[config.mk]
export PLATFORM = sky130hd
export DESIGN_NAME = strap_release_seq
export DESIGN_NICKNAME = d
export VERILOG_FILES = /design/src/rtl/strap_seq_pkg.sv /design/src/rtl/strap_capture.sv /design/src/rtl/release_timer.sv /design/src/rtl/pad_mux.sv /design/src/rtl/strap_release_seq.sv
export SDC_FILE = /design/constraint.sdc
export NUM_CORES = 1
export LEC_CHECK = 0
export CORE_UTILIZATION = 52
export DETAILED_ROUTE_END_ITERATION = 10
export DONT_BUFFER_PORTS = 1
export PLACE_DENSITY = 0.67
export SYNTH_ARGS = -nofsm -noshare
export SYNTH_HDL_FRONTEND = slang
export SYNTH_SLANG_ARGS = --single-unit
[constraint.sdc]
create_clock -name clk_ref -period 3.9 [get_ports clk_ref]
set_input_delay 0.39 -clock clk_ref [delete_from_list [all_inputs] [get_ports clk_ref]]
set_output_delay 0.39 -clock clk_ref [all_outputs]
set_load 0.005 [all_outputs]
[src/rtl/strap_seq_pkg.sv]
package strap_seq_pkg;
  typedef enum logic [1:0] {
    PH_WAIT = 2'd0,
    PH_HOLD = 2'd1,
    PH_LIVE = 2'd2
  } phase_e;

  typedef struct packed {
    logic sel_half;  // 1: shared output carries 24 MHz
    logic pins_pci;  // 1: dual pins are PCI clock outputs
  } straps_t;
endpackage

[src/rtl/strap_capture.sv]
module strap_capture
  import strap_seq_pkg::*;
(
  input  logic    clk_ref,
  input  logic    rst_n,
  input  logic    capture_en,
  input  logic    fsel_lvl,
  input  logic    mode_lvl,
  output straps_t straps
);
  straps_t straps_q;
  straps_t straps_d;

  always_comb begin
    straps_d = straps_q;
    if (capture_en) begin
      straps_d.sel_half = fsel_lvl;
      straps_d.pins_pci = mode_lvl;
    end
  end

  // reset to pull-up defaults
  always_ff @(posedge clk_ref or negedge rst_n) begin
    if (!rst_n) begin
      straps_q <= '{sel_half: 1'b1, pins_pci: 1'b1};
    end else if (capture_en) begin
      straps_q <= straps_d;
    end
  end

  assign straps = straps_q;
endmodule

[src/rtl/release_timer.sv]
module release_timer
  import strap_seq_pkg::*;
#(
  parameter int unsigned HOLD_CYC = 42955
) (
  input  logic   clk_ref,
  input  logic   rst_n,
  input  logic   pwr_good,
  output phase_e phase,
  output logic   capture_en
);
  localparam int unsigned CW = (HOLD_CYC > 1) ? $clog2(HOLD_CYC) : 1;
  localparam logic [CW-1:0] LAST = CW'(HOLD_CYC - 1);

  phase_e        phase_q, phase_d;
  logic [CW-1:0] cnt_q, cnt_d;
  logic          cnt_en;

  always_comb begin
    phase_d = phase_q;
    cnt_d   = cnt_q;
    cnt_en  = 1'b0;
    unique case (phase_q)
      PH_WAIT: begin
        if (pwr_good) begin
          phase_d = PH_HOLD;
          cnt_d   = '0;
          cnt_en  = 1'b1;
        end
      end
      PH_HOLD: begin
        cnt_en = 1'b1;
        if (cnt_q == LAST) begin
          phase_d = PH_LIVE;
        end else begin
          cnt_d = cnt_q + 1'b1;
        end
      end
      default: begin
        phase_d = PH_LIVE;
      end
    endcase
  end

  always_ff @(posedge clk_ref or negedge rst_n) begin
    if (!rst_n) begin
      phase_q <= PH_WAIT;
    end else begin
      phase_q <= phase_d;
    end
  end

  always_ff @(posedge clk_ref or negedge rst_n) begin
    if (!rst_n) begin
      cnt_q <= '0;
    end else if (cnt_en) begin
      cnt_q <= cnt_d;
    end
  end

  assign phase      = phase_q;
  assign capture_en = (phase_q == PH_WAIT) && pwr_good;
endmodule

[src/rtl/pad_mux.sv]
module pad_mux
  import strap_seq_pkg::*;
#(
  parameter int unsigned NUM_DUAL = 2
) (
  input  phase_e              phase,
  input  straps_t             straps,
  input  logic                ref_src,
  input  logic                usb_src,
  input  logic                half_src,
  input  logic                pci_src,
  input  logic [NUM_DUAL-1:0] dual_in,
  output logic                fsel_pad_oe,
  output logic                fsel_pad_out,
  output logic                mode_pad_oe,
  output logic                mode_pad_out,
  output logic                fs_oe,
  output logic                fs_out,
  output logic [NUM_DUAL-1:0] dual_oe,
  output logic [NUM_DUAL-1:0] dual_out,
  output logic [NUM_DUAL-1:0] stop_n
);
  logic driving;
  logic live;

  assign driving = (phase != PH_WAIT);
  assign live    = (phase == PH_LIVE);

  assign fsel_pad_oe  = driving;
  assign mode_pad_oe  = driving;
  assign fs_oe        = driving;
  assign fsel_pad_out = live & ref_src;
  assign mode_pad_out = live & usb_src;
  assign fs_out       = live & (straps.sel_half ? half_src : usb_src);

  for (genvar g = 0; g < NUM_DUAL; g++) begin : g_dual
    assign dual_oe[g]  = driving & straps.pins_pci;
    assign dual_out[g] = live & straps.pins_pci & pci_src;
    assign stop_n[g]   = ~live | straps.pins_pci | dual_in[g];
  end
endmodule

[src/rtl/strap_release_seq.sv]
module strap_release_seq
  import strap_seq_pkg::*;
#(
  parameter int unsigned HOLD_CYC = 42955
) (
  input  logic       clk_ref,
  input  logic       rst_n,
  input  logic       pwr_good,
  input  logic       ref_src,
  input  logic       usb_src,
  input  logic       half_src,
  input  logic       pci_src,
  input  logic       fsel_pad_in,
  output logic       fsel_pad_oe,
  output logic       fsel_pad_out,
  input  logic       mode_pad_in,
  output logic       mode_pad_oe,
  output logic       mode_pad_out,
  output logic       fs_oe,
  output logic       fs_out,
  input  logic [1:0] dual_in,
  output logic [1:0] dual_oe,
  output logic [1:0] dual_out,
  output logic       pci_stop_n,
  output logic       cpu_stop_n
);
  localparam int unsigned NUM_DUAL = 2;

  phase_e              phase;
  logic                capture_en;
  straps_t             straps;
  logic [NUM_DUAL-1:0] stop_n;

  release_timer #(.HOLD_CYC(HOLD_CYC)) timer_i (
    .clk_ref    (clk_ref),
    .rst_n      (rst_n),
    .pwr_good   (pwr_good),
    .phase      (phase),
    .capture_en (capture_en)
  );

  strap_capture cap_i (
    .clk_ref    (clk_ref),
    .rst_n      (rst_n),
    .capture_en (capture_en),
    .fsel_lvl   (fsel_pad_in),
    .mode_lvl   (mode_pad_in),
    .straps     (straps)
  );

  pad_mux #(.NUM_DUAL(NUM_DUAL)) mux_i (
    .phase        (phase),
    .straps       (straps),
    .ref_src      (ref_src),
    .usb_src      (usb_src),
    .half_src     (half_src),
    .pci_src      (pci_src),
    .dual_in      (dual_in),
    .fsel_pad_oe  (fsel_pad_oe),
    .fsel_pad_out (fsel_pad_out),
    .mode_pad_oe  (mode_pad_oe),
    .mode_pad_out (mode_pad_out),
    .fs_oe        (fs_oe),
    .fs_out       (fs_out),
    .dual_oe      (dual_oe),
    .dual_out     (dual_out),
    .stop_n       (stop_n)
  );

  assign pci_stop_n = stop_n[0];
  assign cpu_stop_n = stop_n[1];
endmodule

==> run_results.csv <==
group,metric,value,unit
outcome,status,"completed",
sta,setup_viol,0,
sta,period_share,50.9,%
sta,fin_skew,0.00602,ns
route,drt-pass1-iter-count,4,
floorplanning,die_x,48.3,µm
global_routing,overflow,0,
yosys,synth_seq_cells,20,
cells_and_area,n_fill_cell,167,
yosys,ys_seq_area_share,45.1,%
power_and_ir_drop,intPower,420,µW
sta,relSlewSlack,40.2,%
clock_tree,clock_sinks,20,
sta,worst_slew_pin_slew,0.894,ns
clock_tree,path_clk_slew,0.12,ns
yosys,synth_area_leaders,"dfrtp_1 40%, nand2_1 7.7%, mux2i_1 7.2%",
power_and_ir_drop,vdd_drop_max,235,µV
worst_setup_path,path_cells,"inv_1 > ha_1 > and4b_2 > a41oi_2 > nor2_1 > a221o_2",
place,io_buffers,0,
cells_and_area,final_area,1180,µm²
global_routing,grt_usage,19.5,%
yosys,syn_nets,129,
yosys,yosys_warnings,0,
power_and_ir_drop,p_comb_share,22.8,%
yosys,synth_top_cell_by_area,"dfrtp_1",
cells_and_area,synthToLayoutAreaGrowth,5.95,%
route,drtIter0Drc,27,
global_routing,antenna_found_initial,0,
global_routing,grt_pass1_wl,3.56,mm
sta,grt_setup_unrepaired,"no",
place,post-dp-hpwl,1.55,mm
power_and_ir_drop,seq_power_share,49.8,%
floorplanning,num_rows,16,
floorplanning,start_util,56.2,%
floorplanning,die_y,48.3,µm
sta,period_minus_slack,1.99,ns
worst_setup_path,cp_slowest_cell,"dfrtp_1",
clock_tree,cts_tree,"done",
global_routing,grt_max_degree,21,
place,gp_congestion,0.856,
route,drc_errors,0,
worst_setup_path,endpoint_kind,"flop",
clock_tree,clockRootBuffer,"clkbuf_4",
clock_tree,clkLatencyLatePin,0.31,ns
yosys,netlist_area,1110,µm²
power_and_ir_drop,p_sw,207,µW
power_and_ir_drop,p_sw_share,33.0,%
cells_and_area,drive_gt1_share,14.5,%
floorplanning,io_pins,23,
place,place_area,1120,µm²
power_and_ir_drop,clock_power_share,27.4,%
route,routedWlPerCell,14.7,µm
job,drv_cap,0,
worst_setup_path,critPathRequiredTime,4.11,ns
yosys,synth_cells,116,
global_routing,grt_pass1_vias,780,
power_and_ir_drop,powerDensity,531,nW/µm²
worst_setup_path,arrival,2.19,ns
cells_and_area,layout.nets,131,
worst_setup_path,critPathMaxFanout,7,
route,drt_wl_total,2.12,mm
worst_hold_path,hp-class,"in -> reg",
clock_tree,cts_hold_buf,1,
sta,slew_violations,0,
route,ant_nets,0,
clock_tree,cts-buffers-inserted,3,
sta,fmax,0.503,GHz
cells_and_area,n_antenna_cell,0,
sta,hold_viol,0,
sta,fin_setup_tns,0,ns
floorplanning,core,1980,µm²
clock_tree,post_cts_resized,0,
clock_tree,htreeDepth,1,
yosys,synthDistinctLibCells,35,
worst_setup_path,worst-setup-path-type,"reg -> reg",
clock_tree,cts_setup_buffers,0,
route,avgViaCountPerCell,5.83,
route,vias,840,
clock_tree,cts_buffer_depth,2,
yosys,yosysTopAreaCellShare,40.4,%
floorplanning,die-area,2330,µm²
worst_setup_path,cpPeakStageDelay,0.42,ns
worst_setup_path,start_kind,"flop",
power_and_ir_drop,total_leakage_power,0.538,nW
yosys,syn_area_per_cell,9.61,µm²
==> cells in the mapped netlist <==
cell type / n
and2_2: 2
and4bb_2: 1
nor2_1: 8
mux2i_1: 8
a221o_1: 1
a41oi_2: 1
nand3_1: 3
nor2b_1: 3
or3_1: 3
nand4_1: 1
dfstp_2: 2
and4_1: 1
and3_2: 1
nand2b_4: 1
o21ai_0: 2
nand2b_1: 1
ha_1: 2
nand2_2: 1
and4_2: 1
nand2_1: 23
dfrtp_1: 18
and3_1: 4
xnor2_1: 2
o311a_1: 1
a21oi_1: 3
a221o_2: 1
nand3_2: 1
a31oi_1: 4
buf_4: 4
inv_1: 3
nor4_1: 3
and2_1: 2
and4b_2: 1
o21a_1: 1
nor3_1: 2
==> placed cells by master (no fill, tap or decap), types with 2 or more instances in the layout <==
cell type  instances
nor2_1             8
xnor2_1            2
or3_1              3
and3_1             4
and2_2             2
nor4_1             3
a31oi_1            4
nor2b_1            3
mux2i_1            8
o21ai_0            2
dfstp_2            2
nand3_1            3
a21oi_1            3
nor3_1             2
inv_1              3
nand2_1           23
and2_1             2
dfrtp_1           18
ha_1               2
clkbuf_4           3
==> cell families (layout without fill, tap and decap cells) <==
kind of cell,after synthesis,after routing,synth area share [%]
AND/OR/NAND/NOR,63,63,30.8
AO/OA/AOI/OAI,14,14,9.43
buffers and inverters,7,8,3.70
multiplexers,8,8,7.18
XOR/XNOR,2,2,1.57
flip-flops,20,20,45.1
adder cells (fa/ha/maj),2,2,2.24
==> routing by layer <==
| metal | routed length (µm) | GRT usage [%] | part of all wire, % |
|---|---|---|---|
| met5 | 0 | 0 | 0 |
| met4 | 27 | 7.84 | 1.3 |
| met3 | 79 | 1.89 | 3.7 |
| met2 | 1020 | 32.9 | 48 |
| met1 | 995 | 26.0 | 47 |
==> stage by stage <==
step	power, mW	std cells	hold slack (ns)	setup WS [ns]	utilization (%)
6_report	0.627	144	0.151	1.91	59.6
5_1_grt	0.665	144	0.149	1.74	59.6
4_1_cts	0.631	144	0.147	1.91	59.6
3_5_place_dp	0.456	139	0.0949	1.94	56.4
3_3_place_gp	0.449	139	0.0948	1.99	56.4
2_1_floorplan	0.441	116	0.0944	2.16	-
==> power by group through the flow <==
stage | combinational, mW | clock [mW] | sequential [mW]
finish | 0.143 | 0.172 | 0.312
global route | 0.162 | 0.181 | 0.321
CTS | 0.145 | 0.174 | 0.311
detailed placement | 0.140 | 0 | 0.316
global placement | 0.138 | 0 | 0.311
floorplan | 0.141 | 0 | 0.301
==> final cells by class <==
class,count,area [µm²],area share [%]
clock buffers,3,22.5,1.91
clock inverters,1,30.0,2.54
inverters,3,11.3,0.953
multi-input cells,89,571,48.3
flip-flops and latches,20,503,42.6
well taps,27,33.8,2.86
repair buffers,1,10.0,0.847
==> state kept, by name, indices dropped and copies added (netlist names) <==
signal,count
timer_i.phase,2
timer_i.cnt_q,16
cap_i.straps,2
==> worst max-delay path, delay by kind of cell (launching register included) <==
kind	cells	cell delay, ns
AO/OA/AOI/OAI	2	0.79
buffers and inverters	1	0.09
AND/OR/NAND/NOR	2	0.38
flip-flops	1	0.42
adder cells (fa/ha/maj)	1	0.20
==> final timing paths <==
kind | from | to | slack [ns] | depth (start not counted)
worst max-delay path | timer_i.cnt_q[0]$_DFFE_PN0P_ | timer_i.cnt_q[5]$_DFFE_PN0P_ | 1.91 | 6
worst min-delay path | mode_pad_in | cap_i.straps[0]$_DFFE_PN1P_ | 0.15 | 2
worst max register to register | timer_i.cnt_q[0]$_DFFE_PN0P_ | timer_i.cnt_q[5]$_DFFE_PN0P_ | 1.91 | 6
max in group asynchronous | rst_n | timer_i.cnt_q[11]$_DFFE_PN0P_ | 2.71 | 1
min in group asynchronous | rst_n | timer_i.cnt_q[6]$_DFFE_PN0P_ | 0.64 | 1
worst min register to register | cap_i.straps[1]$_DFFE_PN1P_ | cap_i.straps[1]$_DFFE_PN1P_ | 0.48 | 2
No activity file was read; power rests on OpenSTA's default activity.
